===== src/rtl/amp_chan_regs_pkg.sv =====
// Package: address offsets and field bases shared by the register block,
// its channel slices and its checker. Offsets are byte addresses.
package amp_chan_regs_pkg;
    localparam int unsigned OFS_CTL      = 0;
    localparam int unsigned OFS_STAT     = 4;
    localparam int unsigned OFS_CALCTL   = 8;
    localparam int unsigned OFS_CALST    = 12;
    // control word field bases
    localparam int unsigned BUF_BASE     = 4;
    localparam int unsigned IE_BASE      = 8;
    // status word field base for the sticky flags
    localparam int unsigned FLAG_BASE    = 4;
    // calibration control field bases
    localparam int unsigned CLKSEL_BASE  = 4;
    localparam int unsigned VREF_BASE    = 16;
    // calibration status: one nibble per channel
    localparam int unsigned CALST_STRIDE = 4;
    localparam int unsigned MAX_CH       = 4;
endpackage


===== src/rtl/amp_sync_edge.sv =====
// Module: amp_sync_edge
// Brings one asynchronous digital output into the clock domain through a
// chain of STAGES flops and keeps a sticky change flag. Assumes STAGES >= 2.
// The flag is set on any edge of the synchronized value while buf_en is 1,
// and the set wins over a clear request in the same cycle.
module amp_sync_edge #(
    parameter int unsigned STAGES = 2
) (
    input  logic clk,
    input  logic rst_n,
    input  logic raw_in,
    input  logic buf_en,
    input  logic flag_clr,
    output logic sync_o,
    output logic flag_o
);
    logic [STAGES-1:0] chain_q;
    logic              prev_q;
    logic              flag_q;
    logic              toggle;

    // edge of the synchronized value, gated by the buffer enable
    assign toggle = (chain_q[STAGES-1] ^ prev_q) & buf_en;

    // shift the synchronizer, remember the last value, update the flag
    always_ff @(posedge clk) begin
        if (!rst_n) begin
            chain_q <= '0;
            prev_q  <= 1'b0;
            flag_q  <= 1'b0;
        end else begin
            chain_q <= {chain_q[STAGES-2:0], raw_in};
            prev_q  <= chain_q[STAGES-1];
            flag_q  <= toggle | (flag_q & ~flag_clr);
        end
    end

    assign sync_o = chain_q[STAGES-1];
    assign flag_o = flag_q;
endmodule


===== src/rtl/amp_cal_chan.sv =====
// Module: amp_cal_chan
// Calibration handshake for one channel. It holds the start request, accepts
// it only while the amplifier is enabled, and drops it on the engine's done
// pulse, when it also latches the fail results. Assumes done_in is a
// one-cycle pulse; a pulse while no start is pending is ignored.
module amp_cal_chan (
    input  logic clk,
    input  logic rst_n,
    input  logic wr_en,
    input  logic wr_start,
    input  logic amp_en,
    input  logic done_in,
    input  logic nfail_in,
    input  logic pfail_in,
    output logic start_o,
    output logic done_o,
    output logic nfail_o,
    output logic pfail_o
);
    logic start_q, done_q, nfail_q, pfail_q;
    logic accept;

    assign accept = wr_start & amp_en;

    // start/done state: completion takes priority over a software write
    always_ff @(posedge clk) begin
        if (!rst_n) begin
            start_q <= 1'b0;
            done_q  <= 1'b0;
            nfail_q <= 1'b0;
            pfail_q <= 1'b0;
        end else if (done_in && start_q) begin
            start_q <= 1'b0;
            done_q  <= 1'b1;
            nfail_q <= nfail_in;
            pfail_q <= pfail_in;
        end else if (wr_en) begin
            start_q <= accept;
            if (accept) begin
                done_q <= 1'b0;
            end
        end
    end

    assign start_o = start_q;
    assign done_o  = done_q;
    assign nfail_o = nfail_q;
    assign pfail_o = pfail_q;
endmodule


===== src/rtl/amp_chan_regs.sv =====
// Module: amp_chan_regs
// APB register block for N_CH amplifier channels: enables, synchronized
// digital outputs with sticky change flags, a combined interrupt, and the
// calibration controls and results. Assumes N_CH <= 4 so every field fits its
// nibble, ADDR_W >= 4, and a single-cycle APB slave (no wait states).
module amp_chan_regs
    import amp_chan_regs_pkg::*;
#(
    parameter int unsigned N_CH        = 3,
    parameter int unsigned SYNC_STAGES = 2,
    parameter int unsigned ADDR_W      = 4
) (
    input  logic                pclk,
    input  logic                presetn,
    input  logic                psel,
    input  logic                penable,
    input  logic                pwrite,
    input  logic [ADDR_W-1:0]   paddr,
    input  logic [31:0]         pwdata,
    output logic [31:0]         prdata,
    input  logic [N_CH-1:0]     ana_dout,
    input  logic [N_CH-1:0]     cal_done,
    input  logic [N_CH-1:0]     cal_nfail,
    input  logic [N_CH-1:0]     cal_pfail,
    output logic [N_CH-1:0]     amp_en,
    output logic [N_CH-1:0]     buf_en,
    output logic [N_CH-1:0]     cal_start,
    output logic [2*N_CH-1:0]   cal_clksel,
    output logic [N_CH-1:0]     cal_vref,
    output logic                irq
);
    localparam int unsigned SEL_W = 2 * N_CH;

    logic [ADDR_W-1:0] word_addr;
    logic              wr_acc;
    logic              wr_ctl, wr_stat, wr_calctl;
    logic [N_CH-1:0]   amp_q, buf_q, ie_q;
    logic [SEL_W-1:0]  clksel_q;
    logic [N_CH-1:0]   vref_q;
    logic [N_CH-1:0]   sync_q, flag_q, flag_clr;
    logic [N_CH-1:0]   start_q, cdone_q, nfail_q, pfail_q;
    logic              unused_bits;

    // address decode of the access phase
    assign word_addr = {paddr[ADDR_W-1:2], 2'b00};
    assign wr_acc    = psel & penable & pwrite;
    assign wr_ctl    = wr_acc && (word_addr == ADDR_W'(OFS_CTL));
    assign wr_stat   = wr_acc && (word_addr == ADDR_W'(OFS_STAT));
    assign wr_calctl = wr_acc && (word_addr == ADDR_W'(OFS_CALCTL));
    assign flag_clr  = wr_stat ? pwdata[FLAG_BASE +: N_CH] : '0;

    // control word: amplifier, buffer and interrupt enables
    always_ff @(posedge pclk) begin
        if (!presetn) begin
            amp_q <= '0;
            buf_q <= '0;
            ie_q  <= '0;
        end else if (wr_ctl) begin
            amp_q <= pwdata[N_CH-1:0];
            buf_q <= pwdata[BUF_BASE +: N_CH];
            ie_q  <= pwdata[IE_BASE +: N_CH];
        end
    end

    // calibration clock and reference selects
    always_ff @(posedge pclk) begin
        if (!presetn) begin
            clksel_q <= '0;
            vref_q   <= '0;
        end else if (wr_calctl) begin
            clksel_q <= pwdata[CLKSEL_BASE +: SEL_W];
            vref_q   <= pwdata[VREF_BASE +: N_CH];
        end
    end

    // one synchronizer and one calibration slice per channel
    for (genvar g = 0; g < N_CH; g++) begin : g_chan
        amp_sync_edge #(.STAGES(SYNC_STAGES)) u_sync (
            .clk      (pclk),
            .rst_n    (presetn),
            .raw_in   (ana_dout[g]),
            .buf_en   (buf_q[g]),
            .flag_clr (flag_clr[g]),
            .sync_o   (sync_q[g]),
            .flag_o   (flag_q[g])
        );
        amp_cal_chan u_cal (
            .clk      (pclk),
            .rst_n    (presetn),
            .wr_en    (wr_calctl),
            .wr_start (pwdata[g]),
            .amp_en   (amp_q[g]),
            .done_in  (cal_done[g]),
            .nfail_in (cal_nfail[g]),
            .pfail_in (cal_pfail[g]),
            .start_o  (start_q[g]),
            .done_o   (cdone_q[g]),
            .nfail_o  (nfail_q[g]),
            .pfail_o  (pfail_q[g])
        );
    end

    // read mux; unimplemented bits and addresses read 0
    always_comb begin
        prdata = '0;
        if (word_addr == ADDR_W'(OFS_CTL)) begin
            for (int i = 0; i < N_CH; i++) begin
                prdata[i]            = amp_q[i];
                prdata[BUF_BASE + i] = buf_q[i];
                prdata[IE_BASE + i]  = ie_q[i];
            end
        end else if (word_addr == ADDR_W'(OFS_STAT)) begin
            for (int i = 0; i < N_CH; i++) begin
                prdata[i]             = sync_q[i] & buf_q[i];
                prdata[FLAG_BASE + i] = flag_q[i];
            end
        end else if (word_addr == ADDR_W'(OFS_CALCTL)) begin
            for (int i = 0; i < N_CH; i++) begin
                prdata[i]             = start_q[i];
                prdata[VREF_BASE + i] = vref_q[i];
            end
            prdata[CLKSEL_BASE +: SEL_W] = clksel_q;
        end else if (word_addr == ADDR_W'(OFS_CALST)) begin
            for (int i = 0; i < N_CH; i++) begin
                prdata[CALST_STRIDE * i]     = cdone_q[i];
                prdata[CALST_STRIDE * i + 1] = nfail_q[i];
                prdata[CALST_STRIDE * i + 2] = pfail_q[i];
            end
        end
    end

    // outputs to the analog side and the interrupt controller
    assign amp_en      = amp_q;
    assign buf_en      = buf_q;
    assign cal_start   = start_q;
    assign cal_clksel  = clksel_q;
    assign cal_vref    = vref_q;
    assign irq         = |(flag_q & ie_q);
    assign unused_bits = ^{pwdata, paddr[1:0]};
endmodule


===== config.mk =====
export PLATFORM = sky130hd
export DESIGN_NAME = amp_chan_regs
export DESIGN_NICKNAME = d
export VERILOG_FILES = /design/src/rtl/amp_chan_regs_pkg.sv /design/src/rtl/amp_sync_edge.sv /design/src/rtl/amp_cal_chan.sv /design/src/rtl/amp_chan_regs.sv
export SDC_FILE = /design/constraint.sdc
export NUM_CORES = 1
export LEC_CHECK = 0
export BUFFER_PORTS_ARGS = -buffer_cell sky130_fd_sc_hd__buf_2
export CAP_MARGIN = 25
export CORE_MARGIN = 3
export CORE_UTILIZATION = 27
export CTS_BUF_LIST = sky130_fd_sc_hd__clkbuf_16
export DETAILED_ROUTE_END_ITERATION = 10
export SLEW_MARGIN = 0
export SYNTH_ARGS = -nofsm -noshare
export SYNTH_HDL_FRONTEND = slang
export SYNTH_SLANG_ARGS = --single-unit

===== constraint.sdc =====
create_clock -name pclk -period 2.75 [get_ports pclk]
set_clock_uncertainty 0.2 [all_clocks]
set_input_delay 0.55 -clock pclk [delete_from_list [all_inputs] [get_ports pclk]]
set_output_delay 0.55 -clock pclk [all_outputs]
set_load 0.02 [all_outputs]

Word-level counts from Yosys, hierarchy flattened
Cells that the tools add are included.
- bits in registers: 42
- equality and inequality tests: 3
- multiplexer cells: 28
- bitwise gates (word level): 25
- reduce and logical (&&, ||, !) cells: 20
- operators by type and width (operator ; number):
    3-bit 2-to-1 mux ; 14
    1-bit bitwise AND ; 14
    1-bit 2-to-1 mux ; 12
    2-bit nonzero test ; 6
    1-bit logical AND ; 6
    2-bit AND reduction ; 3
    2-bit OR reduction ; 3
    2-bit == test, second input constant ; 2
    4-bit logical NOT ; 1
    4-bit 2-to-1 mux ; 1
    1-bit inverter ; 4
    3-bit bitwise AND ; 1
    1-bit bitwise OR ; 3
    3-bit OR reduction ; 1
    1-bit bitwise XOR ; 3
    2-bit by 1-bit == test with 1-bit output, second input constant ; 1
    2-bit 2-to-1 mux ; 1

Longest topological paths before layout
Gate-level depths: netlist of the first run.
- word-level depth: 7
- gate-level depth with buffers: 5
- depth with buffers taken out: 3

By module
From an unflattened synthesis of the first run, not the netlist that was laid out.
- cells, all modules: 215
- area, all modules: 2085.8 µm²
- modules (own cells, without submodules) (module ; times used ; cells an instance ; area an instance (µm²) ; sequential area each (µm²)):
    amp_chan_regs ; 1 ; 125 ; 1199.9 ; 360.3
    amp_cal_chan ; 3 ; 19 ; 170.2 ; 80.1
    amp_sync_edge ; 3 ; 11 ; 125.1 ; 80.1

Worst setup path before layout of the first run
Ideal clock, no wire load.
- path kind: in2out
- from: input paddr[3]
- to: output prdata[8]
- arrival time: 1410 ps
- required time: 2000 ps
- setup slack: 590 ps
- stages on the path: 4
- buffers on the path: 2
- path through: buf_6 > buf_8 > mux2i_1 > o21ai_0
- cells in the longest elaborated chain, start to end: 5
- elaborated cells between the ends (all ways): 8
- ends and longest elaborated chain (element ; RTL line ; RTL):
    start: declaration ; amp_chan_regs.sv:18 ; input logic [ADDR_W-1:0] paddr,
    2-bit == test ; amp_chan_regs.sv:123 ; end else if (word_addr == ADDR_W'(OFS_CALST)) begin
    3-bit 2-to-1 mux ; amp_chan_regs.sv:123 ;
    2-bit 2-to-1 mux ; amp_chan_regs.sv:117 ; end else if (word_addr == ADDR_W'(OFS_CALCTL)) begin
    4-bit 2-to-1 mux ; amp_chan_regs.sv:112 ; end else if (word_addr == ADDR_W'(OFS_STAT)) begin
    3-bit 2-to-1 mux * ; amp_chan_regs.sv:106 ; if (word_addr == ADDR_W'(OFS_CTL)) begin
    end: declaration ; amp_chan_regs.sv:20 ; output logic [31:0] prdata,
Every way passes the cells marked *; elsewhere a longest branch is shown, timed or not.

Final worst setup path of the first run
- from: input paddr[3]
- to: output prdata[6]
- cells in the longest elaborated chain, start to end: 5
- elaborated cells between the ends (all ways): 8
- ends and longest elaborated chain (element ; RTL line):
    2-bit == test ; amp_chan_regs.sv:123
    3-bit 2-to-1 mux ; amp_chan_regs.sv:123
    3-bit 2-to-1 mux ; amp_chan_regs.sv:117
    3-bit 2-to-1 mux ; amp_chan_regs.sv:112
    3-bit 2-to-1 mux * ; amp_chan_regs.sv:106
Marked as above.

==> results of run 1 <==
==> stage by stage <==
stage / total power [W] / worst slack (ns)
finish: 0.00140 / 0.333
global route: 0.00145 / 0.257
CTS: 0.00142 / 0.291
detailed placement: 0.000756 / 0.293
global placement: 0.000754 / 0.302
floorplan: 0.000739 / 0.590
==> path summary, 6_finish.rpt <==
path                                  to  slack [ns]
max                            prdata[6]        0.33
min          g_chan[0].u_sync.chain_q[1]        0.23
min reg2reg  g_chan[0].u_sync.chain_q[1]        0.23
max reg2reg       g_chan[2].u_cal.done_o        1.65
==> power by group <==
group / total, W / switching (W) / internal [W] / leakage, nW
clock network: 0.000659 / 0.000234 / 0.000425 / 0.0836
registers: 0.000622 / 0.00000515 / 0.000617 / 0.340
logic: 0.000119 / 0.0000778 / 0.0000411 / 0.721
==> worst max-delay path: stages <==
cell,delay (ns)
buf_2,0.31
mux4_1,0.62
buf_2,0.18
==> layout make-up <==
class	count	area [µm²]
Timing Repair Buffer	67	345
Multi-Input combinational cell	158	1040
Fill cell	785	4890
Inverter	1	3.75
Clock buffer	5	125
Clock inverter	3	40.0
Sequential cell	42	841
Tap cell	99	124
==> state kept, by name, summed over array words and instances, names as in the netlist <==
| register | count |
|---|---|
| ie_q | 3 |
| amp_en | 3 |
| g_chan.u_sync.flag_o | 3 |
| g_chan.u_sync.chain_q | 6 |
| g_chan.u_cal.done_o | 3 |
| buf_en | 3 |
| cal_vref | 3 |
| g_chan.u_cal.nfail_o | 3 |
| g_chan.u_sync.prev_q | 3 |
| g_chan.u_cal.start_o | 3 |
| g_chan.u_cal.pfail_o | 3 |
| cal_clksel | 6 |
==> layout by cell type (no fill, tap or decap), types with 2 or more instances in the layout <==
| cell type | netlist | final |
|---|---|---|
| a21boi_0 | 6 | 6 |
| a21oi_1 | 3 | 3 |
| a31o_2 | 3 | 3 |
| and2_1 | 16 | 16 |
| and3_1 | 4 | 4 |
| buf_2 | 7 | 63 |
| buf_4 | 29 | 4 |
| clkbuf_16 | 0 | 5 |
| clkinv_2 | 0 | 2 |
| conb_1 | 1 | 19 |
| dfxtp_1 | 42 | 42 |
| mux2i_1 | 20 | 20 |
| mux4_1 | 2 | 2 |
| mux4_2 | 4 | 4 |
| nand2_1 | 48 | 48 |
| nand3_1 | 9 | 9 |
| nand4_1 | 3 | 3 |
| o21ai_0 | 8 | 8 |
| o311ai_0 | 3 | 3 |
| xnor2_1 | 3 | 3 |
==> logic make-up after synthesis <==
logic type                count (synthesis)  synth area share
and+or+nand+nor                          86             0.209
DFF                                      42             0.400
buffers and inverters                    40             0.136
muxes                                    26             0.163
AOI/OAI and AO/OA                        24            0.0773
xor gates and xnor gates                  3            0.0125
other                                     1           0.00178
==> routing by layer <==
layer,GRT usage,vias up
li1,-,819
met1,0.143,761
met2,0.181,56
met3,0.0481,2
met4,0.0217,0
met5,0,-
==> metrics.yaml, run 1 <==
run_status:
  status: "finished, final reports clean"
route:
  wl_um: 4960
  met2_length_um: 2320
  drt_first_pass_iters: 6
  routed_wire_length_per_instance_um: 13.2
  route.detailed.drc: 0
  wl_met3_um: 399
  postRouteAntennaNets: 0
  viasPerCell: 4.37
  dr.max_layer_used: "met4"
  drt-initial-drc-count: 70
  wl_met1_um: 2220
  vias: 1638
place:
  io_buffer_count: 63
  dp_hpwl_um: 3830
  place_congestion: 0.785
  place_area_mm2: 0.00236
  place_inst: 367
synthesis:
  yosys-top-cells-count: "48 x nand2_1, 42 x dfxtp_1, 29 x buf_4"
  synth_cell_types: 29
  synth_top_area_cell: "dfxtp_1"
  synth_cells: 222
  syn_area_per_cell_um2: 9.47
  yosysWarnings: 0
  synth_edf_count: 0
  yosysSeqAreaShare: 0.400
  yosysTopAreaCellShare: 0.400
  synth_flop_cell: "dfxtp_1"
  syn_area_mm2: 0.00210
  ys_ff_latch: 42
  async_flop_share: 0
  synthTopCellsByArea: "dfxtp_1 40%, buf_4 10%, mux2i_1 9.5%"
  synth_most_common_cell: "nand2_1"
final_layout:
  instances_no_fill: 375
  postLayoutCoreUtil: 0.340
  diodes: 0
  synthToLayoutAreaGrowth_pct: 19.9
  nets: 328
  fin_area_mm2: 0.00252
  drive_above_1_share: 0.315
sta:
  timing.hold.ws_ns: 0.235
  fin_crit_sh: 0.879
  rsz0062_at_grt: "no"
  drv_slew: 0
  period_needed_ns: 2.42
  setup_tns_ns: 0
  tightestPinTransition_ns: 0.555
  hold_viol_final: 0
  setup_viol: 0
  slew_headroom: 0.628
  fmax_ghz: 0.414
global_routing:
  grt_pass1_wl_um: 7650
  grt_pass1_vias: 1540
  grtUsageTotal: 0.113
  gr-total-overflow: 0
  antenna_found_initial: 0
  grt_max_degree: 36
clocking:
  clkSlewWorstSetupHoldPaths_ns: 0.06
  cts_buffer_depth: 2
  cts_hold_buffers: 0
  cts_tree: "done"
  cts.sinks: 42
  cts_htree_levels: 2
  cts-root-buf: "clkbuf_16"
  post_cts_buffers: 0
  insertion_delay_ns: 0.28
  cts.repair.resized: 0
  cts_buffers: 5
die:
  pin_count: 104
  die_height_um: 94.3
  fp.dieW_um: 94.3
  rows: 31
  die_area_mm2: 0.00888
  core_area_mm2: 0.00741
  start_util: 0.284
hold_path:
  hold_path_startpoint: "g_chan[0].u_sync.chain_q[0]"
  hold_depth: 1
  hold_path_class: "flip-flop to flip-flop"
pwr:
  p_leak_nw: 1.15
  pwr_density_cell_mw_per_mm2: 555
  irDropWorstVdd_v: 0.000264
worst_setup_path:
  arrival_ns: 1.67
  startpoint: "paddr[3]"
  end_kind: "output pin"
  cp-start-kind: "input pin"
  reg2regPathDepth: 2
  worstPathMaxFanout: 13
  cp.required_ns: 2.00
  rr_startpoint: "amp_en[2]"
  crit_type: "input pin to output pin"
run:
  drv_cap: 0
Power figures use the tool's default switching activity.
==> run 2: changes to the inputs <==
--- a/config.mk
+++ b/config.mk
@@ -7,10 +7,10 @@
 export LEC_CHECK = 0
 export BUFFER_PORTS_ARGS = -buffer_cell sky130_fd_sc_hd__buf_2
 export CAP_MARGIN = 25
-export CORE_MARGIN = 3
 export CORE_UTILIZATION = 27
 export CTS_BUF_LIST = sky130_fd_sc_hd__clkbuf_16
 export DETAILED_ROUTE_END_ITERATION = 10
+export GPL_TIMING_DRIVEN = 0
 export SLEW_MARGIN = 0
 export SYNTH_ARGS = -nofsm -noshare
 export SYNTH_HDL_FRONTEND = slang
==> metrics.yaml, run 2 (same netlist as run 1, synthesis figures left out) <==
pwr:
  p_leak_nw: 1.31  # +14%
  power_w: 0.00131  # -6.3%
  pwr_density_cell_mw_per_mm2: 480  # -13%
  irDropWorstVdd_v: 0.000217  # -18%
route:
  drt-initial-drc-count: 95  # +36%
  vias: 1757  # +7.3%
  wl_um: 5410  # +9.0%
  routed_wire_length_per_instance_um: 13.3  # +0.45%
  route.detailed.drc: 0  # unchanged
  drt_first_pass_iters: 4  # -2
  postRouteAntennaNets: 0  # unchanged
  viasPerCell: 4.32  # -1.2%
die:
  pin_count: 104  # unchanged
  die_height_um: 90.3  # -4.2%
  core_area_mm2: 0.00741  # unchanged
  fp.dieW_um: 90.3  # -4.2%
  rows: 31  # unchanged
  die_area_mm2: 0.00815  # -8.3%
  start_util: 0.284  # unchanged
worst_setup_path:
  cp-start-kind: "input pin"
  r2r-end: "g_chan[2].u_cal.done_o"
  end_kind: "output pin"
  cp.required_ns: 2.00  # about the same
  worstPathMaxFanout: 10  # -3
  reg2regPathDepth: 2  # unchanged
  crit_type: "input pin to output pin"
  arrival_ns: 1.59  # -0.08 ns
  ff2ff_setup_slack_ns: 1.65  # about the same
  rr_startpoint: "amp_en[2]"
final_layout:
  nets: 361  # +10%
  diodes: 0  # unchanged
  final_common_cell: "buf_2"
  fillers: 761  # -3.1%
  synthToLayoutAreaGrowth_pct: 29.9
  final_cell_mix: "68 x buf_2, 48 x nand2_1, 42 x dfxtp_1"
  drive_above_1_share: 0.377  # +0.0614
hold_path:
  hold_path_class: "flip-flop to flip-flop"
  hold_path_startpoint: "g_chan[0].u_sync.chain_q[0]"
  min_to: "g_chan[0].u_sync.chain_q[1]"
  hold_depth: 1  # unchanged
sta:
  timing.hold.ws_ns: 0.232  # -0.00329 ns
  hold_viol_final: 0  # unchanged
  period_needed_ns: 2.34  # -0.0768 ns
  fmax_ghz: 0.427  # +3.3%
  fin_crit_sh: 0.851  # -0.0279
  drv_slew: 0  # unchanged
  setup_viol: 0  # unchanged
  rsz0062_at_grt: "no"
  setup_tns_ns: 0  # unchanged
clocking:
  cts_buffer_depth: 2  # unchanged
  cts_buffers: 5  # unchanged
  cts_tree: "done"
  cts_htree_levels: 2  # unchanged
  cts.sinks: 42  # unchanged
  cts-root-buf: "clkbuf_16"
  cts_hold_buffers: 0  # unchanged
  clkSlewWorstSetupHoldPaths_ns: 0.05  # about the same
  post_cts_buffers: 0  # unchanged
  insertion_delay_ns: 0.28  # about the same
  cts.repair.resized: 0  # unchanged
run:
  drv_cap: 0  # unchanged
global_routing:
  grt_max_degree: 12  # -67%
  grt_pass1_vias: 1683  # +9.3%
  gr-total-overflow: 0  # unchanged
  antenna_found_initial: 0  # unchanged
  grt_pass1_wl_um: 8470  # +11%
  grtUsageTotal: 0.135  # +0.0214
run_status:
  status: "finished, final reports clean"
place:
  dp_hpwl_um: 4110  # +7.2%
  io_buffer_count: 61  # -3.2%
  place_congestion: 0.780  # -0.60%
## run 2: changes by cell type in the layout (fill, tap and decap cells not counted)
cell       before  now
buf_2          63   68
buf_4           4   29
buf_6           0    1
buf_8           0    1
bufinv_16       1    0
clkbuf_1        0    1
clkinv_2        2    0
inv_1           1    3
## run 2: power breakdown
group / leakage, nW / internal [W] / switching, W
Sequential: 0.340 / 0.000618 / 0.00000519
Combinational: 0.894 / 0.0000639 / 0.0000866
Clock: 0.0723 / 0.000324 / 0.000215
## run 2: critical path: stages
cell and delay, ns:
buf_2 0.22, buf_2 0.29, mux4_2 0.36, buf_2 0.18
## run 2: final cells by class
cell class | count | area [µm²] | area share
clock buffers | 5 | 125 | 0.0458
repair buffers | 61 | 305 | 0.112
plain buffers | 39 | 283 | 0.103
flip-flops and latches | 42 | 841 | 0.308
well taps | 99 | 124 | 0.0453
multi-input cells | 158 | 1040 | 0.382
clock inverters | 2 | 7.51 | 0.00275
inverters | 1 | 3.75 | 0.00137
## run 2: layer usage
metal / track usage / up-vias / wire length (µm) / part of all wire
li1: - / 887 / - / -
met1: 0.179 / 788 / 2520 / 0.47
met2: 0.214 / 77 / 2410 / 0.44
met3: 0.0429 / 5 / 448 / 0.083
met4: 0.0282 / 0 / 36 / 0.0067
met5: 0 / - / 0 / 0
## run 2: how the worst max path moves through the flow
| stage | from | end | slack, ns | cells after the start |
|---|---|---|---|---|
| after floorplan | paddr[3] | prdata[8] | 0.59 | 4 |
| after global placement | paddr[2] | prdata[1] | 0.42 | 4 |
| after detailed placement | paddr[2] | prdata[0] | 0.43 | 4 |
| after CTS | paddr[2] | prdata[5] | 0.42 | 4 |
| after global routing | paddr[2] | prdata[5] | 0.37 | 4 |
| final | paddr[2] | prdata[5] | 0.41 | 4 |
## run 2: metrics by stage
stage / util / instance area, µm² / setup WS [ns] / std cells
2_1_floorplan: - / 2170 / 0.590 / 240
3_3_place_gp: 0.351 / 2600 / 0.420 / 400
3_5_place_dp: 0.351 / 2600 / 0.426 / 400
4_1_cts: 0.369 / 2730 / 0.422 / 407
5_1_grt: 0.369 / 2730 / 0.373 / 407
6_report: 0.369 / 2730 / 0.410 / 407
==> run 3: changes to the inputs <==
--- a/config.mk
+++ b/config.mk
@@ -7,11 +7,13 @@
 export LEC_CHECK = 0
 export BUFFER_PORTS_ARGS = -buffer_cell sky130_fd_sc_hd__buf_2
 export CAP_MARGIN = 25
-export CORE_UTILIZATION = 27
+export CORE_UTILIZATION = 30
 export CTS_BUF_LIST = sky130_fd_sc_hd__clkbuf_16
+export CTS_CLUSTER_SIZE = 28
 export DETAILED_ROUTE_END_ITERATION = 10
 export GPL_TIMING_DRIVEN = 0
 export SLEW_MARGIN = 0
 export SYNTH_ARGS = -nofsm -noshare
 export SYNTH_HDL_FRONTEND = slang
+export SYNTH_HIERARCHICAL = 1
 export SYNTH_SLANG_ARGS = --single-unit
==> metrics.yaml, run 3 <==
run_status:
  status: "finished, final reports clean"
worst_setup_path:
  cp.required_ns: 2.00  # about the same
  ff2ff_setup_slack_ns: 1.57  # -0.08 ns
  r2r-end: "g_chan[1].u_cal/start_o"
  rr_startpoint: "g_chan[1].u_cal/start_o"
  cp-start-kind: "input pin"
  arrival_ns: 1.58  # about the same
  crit_type: "input pin to output pin"
  worstPathMaxFanout: 10  # unchanged
  reg2regPathDepth: 3  # +1
  startpoint: "paddr[2]"
  end_kind: "output pin"
  crit_path_end: "prdata[5]"
synthesis:
  synth_cell_types: 30  # +3.4%
  synthTopCellsByArea: "dfxtp_1 40%, mux2i_1 8.6%, nand2_1 7.6%"
  yosysTopAreaCellShare: 0.403  # +0.00336
  yosysSeqAreaShare: 0.403  # +0.00336
  yosys.area_share.simple: 0.197  # -0.0126
  synth_xor_area_frac: 0.0126  # +0.000105
  async_flop_share: 0  # unchanged
  synth_mux_area_frac: 0.173  # +0.00977
  synth_compound_area_frac: 0.103  # +0.0258
  synth_top_area_cell: "dfxtp_1"
  yosys-top-cells-count: "42 x dfxtp_1, 42 x nand2_1, 20 x buf_4"
  synth_top_family_by_area: "simple AND/OR/NAND/NOR gates"
  ys_ff_latch: 42  # unchanged
  synthAdderAreaFrac: 0  # unchanged
  syn_area_mm2: 0.00209  # -0.83%
  synth_edf_count: 0  # unchanged
  syn_area_per_cell_um2: 9.70  # +2.4%
  synth_cells: 215  # -3.2%
  yosysWarnings: 6  # +6
  synth_flop_cell: "dfxtp_1"
route:
  routed_wire_length_per_instance_um: 12.7  # -4.3%
  postRouteAntennaNets: 0  # unchanged
  vias: 1705  # -3.0%
  viasPerCell: 4.44  # +2.9%
  wl_um: 4890  # -9.7%
  route.detailed.drc: 0  # unchanged
  drt_first_pass_iters: 4  # unchanged
  drt-initial-drc-count: 62  # -35%
place:
  dp_hpwl_um: 3670  # -11%
  io_buffer_count: 63  # +3.3%
  place_inst: 376  # -6.0%
  place_congestion: 0.731  # -6.4%
  dp_slack_ns: 0.405  # -0.0209 ns
clocking:
  insertion_delay_ns: 0.28  # about the same
  cts_tree: "done"
  clkSlewWorstSetupHoldPaths_ns: 0.06  # about the same
  cts_buffer_depth: 2  # unchanged
  cts.sinks: 42  # unchanged
  cts.repair.resized: 0  # unchanged
  cts-root-buf: "clkbuf_16"
  cts_htree_levels: 2  # unchanged
  cts_hold_buffers: 0  # unchanged
  post_cts_buffers: 0  # unchanged
  cts_buffers: 5  # unchanged
die:
  core_area_mm2: 0.00676  # -8.8%
  start_util: 0.309  # +0.0248
  pin_count: 104  # unchanged
  fp.dieW_um: 85.4  # -5.4%
  die_area_mm2: 0.00729  # -11%
  die_height_um: 85.4  # -5.4%
  rows: 30  # -3.2%
global_routing:
  grtUsageTotal: 0.143  # +0.00789
  antenna_found_initial: 0  # unchanged
  grt_pass1_wl_um: 7890  # -6.8%
  grt_pass1_vias: 1558  # -7.4%
  grt_max_degree: 26  # +14
  gr-total-overflow: 0  # unchanged
final_layout:
  nets: 356  # -1.4%
  final_cell_mix: "63 x buf_2, 42 x nand2_1, 42 x dfxtp_1"
  postLayoutCoreUtil: 0.405  # +0.0358
  synthToLayoutAreaGrowth_pct: 31.1
  final_common_cell: "buf_2"
  drive_above_1_share: 0.372  # -0.00491
  multiInputGateArea_mm2: 0.00108  # +3.8%
  diodes: 0  # unchanged
  instances_no_fill: 384  # -5.7%
  fillers: 714  # -6.2%
  regArea_um2: 841  # unchanged
sta:
  setup_tns_ns: 0  # unchanged
  tightestPinTransition_ns: 0.502
  setup_viol: 0  # unchanged
  fmax_ghz: 0.428  # +0.25%
  slew_headroom: 0.665
  layout_setup_ws_ns: 0.416  # +0.00595 ns
  period_needed_ns: 2.33  # -0.00595 ns
  fin_crit_sh: 0.849  # -0.00216
  hold_viol_final: 0  # unchanged
  drv_slew: 0  # unchanged
  rsz0062_at_grt: "no"
pwr:
  pwr_density_cell_mw_per_mm2: 525  # +9.2%
  p_leak_nw: 1.28  # -2.3%
  irDropWorstVdd_v: 0.000275  # +27%
hold_path:
  hold_path_class: "flip-flop to flip-flop"
run:
  drv_cap: 0  # unchanged
==> run 3: cell types whose count changed after synthesis, moves of 6 or more <==
cell / before / now
a21bo_2: 0 / 6
a21boi_0: 6 / 0
a21oi_1: 3 / 9
buf_2: 7 / 0
buf_4: 29 / 20
nand2_1: 48 / 42
==> run 3: final cells by class <==
| class | instances | area share |
|---|---|---|
| sequential | 42 | 0.308 |
| timing repair buffer | 63 | 0.115 |
| clock buffer | 5 | 0.0458 |
| multi-input combinational | 158 | 0.396 |
| clock inverter | 3 | 0.0146 |
| tap | 80 | 0.0366 |
| inverter | 4 | 0.00549 |
| buffer | 29 | 0.0783 |
==> run 3: critical path, stage by stage <==
cell    delay (ns)
buf_2         0.17
buf_6         0.18
mux4_2        0.50
buf_2         0.18
==> run 3: worst min-delay path by stage <==
stage,cells after the start,endpoint,startpoint
3_5_place_dp,1,g_chan[1].u_sync/chain_q[1],g_chan[1].u_sync/chain_q[0]
2_1_floorplan,1,g_chan[0].u_sync/chain_q[1],g_chan[0].u_sync/chain_q[0]
6_report,1,g_chan[1].u_sync/chain_q[1],g_chan[1].u_sync/chain_q[0]
4_1_cts,1,g_chan[1].u_sync/chain_q[1],g_chan[1].u_sync/chain_q[0]
5_1_grt,1,g_chan[1].u_sync/chain_q[1],g_chan[1].u_sync/chain_q[0]
3_3_place_gp,1,g_chan[1].u_sync/chain_q[1],g_chan[1].u_sync/chain_q[0]
==> run 3: cell families (layout without fill, tap and decap cells) <==
kind of cell,after synthesis,count (layout)
flip-flops,42,42
AO/OA/AOI/OAI,30,30
buffers and inverters,33,104
other,1,19
AND/OR/NAND/NOR,80,80
multiplexers,26,26
XOR/XNOR,3,3
==> run 3: through the flow <==
| step | cell area [µm²] | hold slack [ns] | power [W] |
|---|---|---|---|
| CTS | 2730 | 0.237 | 0.00145 |
| floorplan | 2150 | 0.212 | 0.000737 |
| global placement | 2570 | 0.217 | 0.000788 |
| detailed placement | 2570 | 0.222 | 0.000789 |
| finish | 2730 | 0.234 | 0.00143 |
| global route | 2730 | 0.247 | 0.00149 |
==> run 3: power by group <==
part / internal (W) / switching (W)
clock: 0.000425 / 0.000235
combinational: 0.0000639 / 0.0000844
sequential: 0.000620 / 0.00000666
==> run 3: layer usage <==
| metal | track usage | vias up | share of wire |
|---|---|---|---|
| li1 | - | 879 | - |
| met1 | 0.180 | 765 | 0.45 |
| met2 | 0.236 | 54 | 0.47 |
| met3 | 0.0399 | 7 | 0.067 |
| met4 | 0.0455 | 0 | 0.012 |
| met5 | 0 | - | 0 |
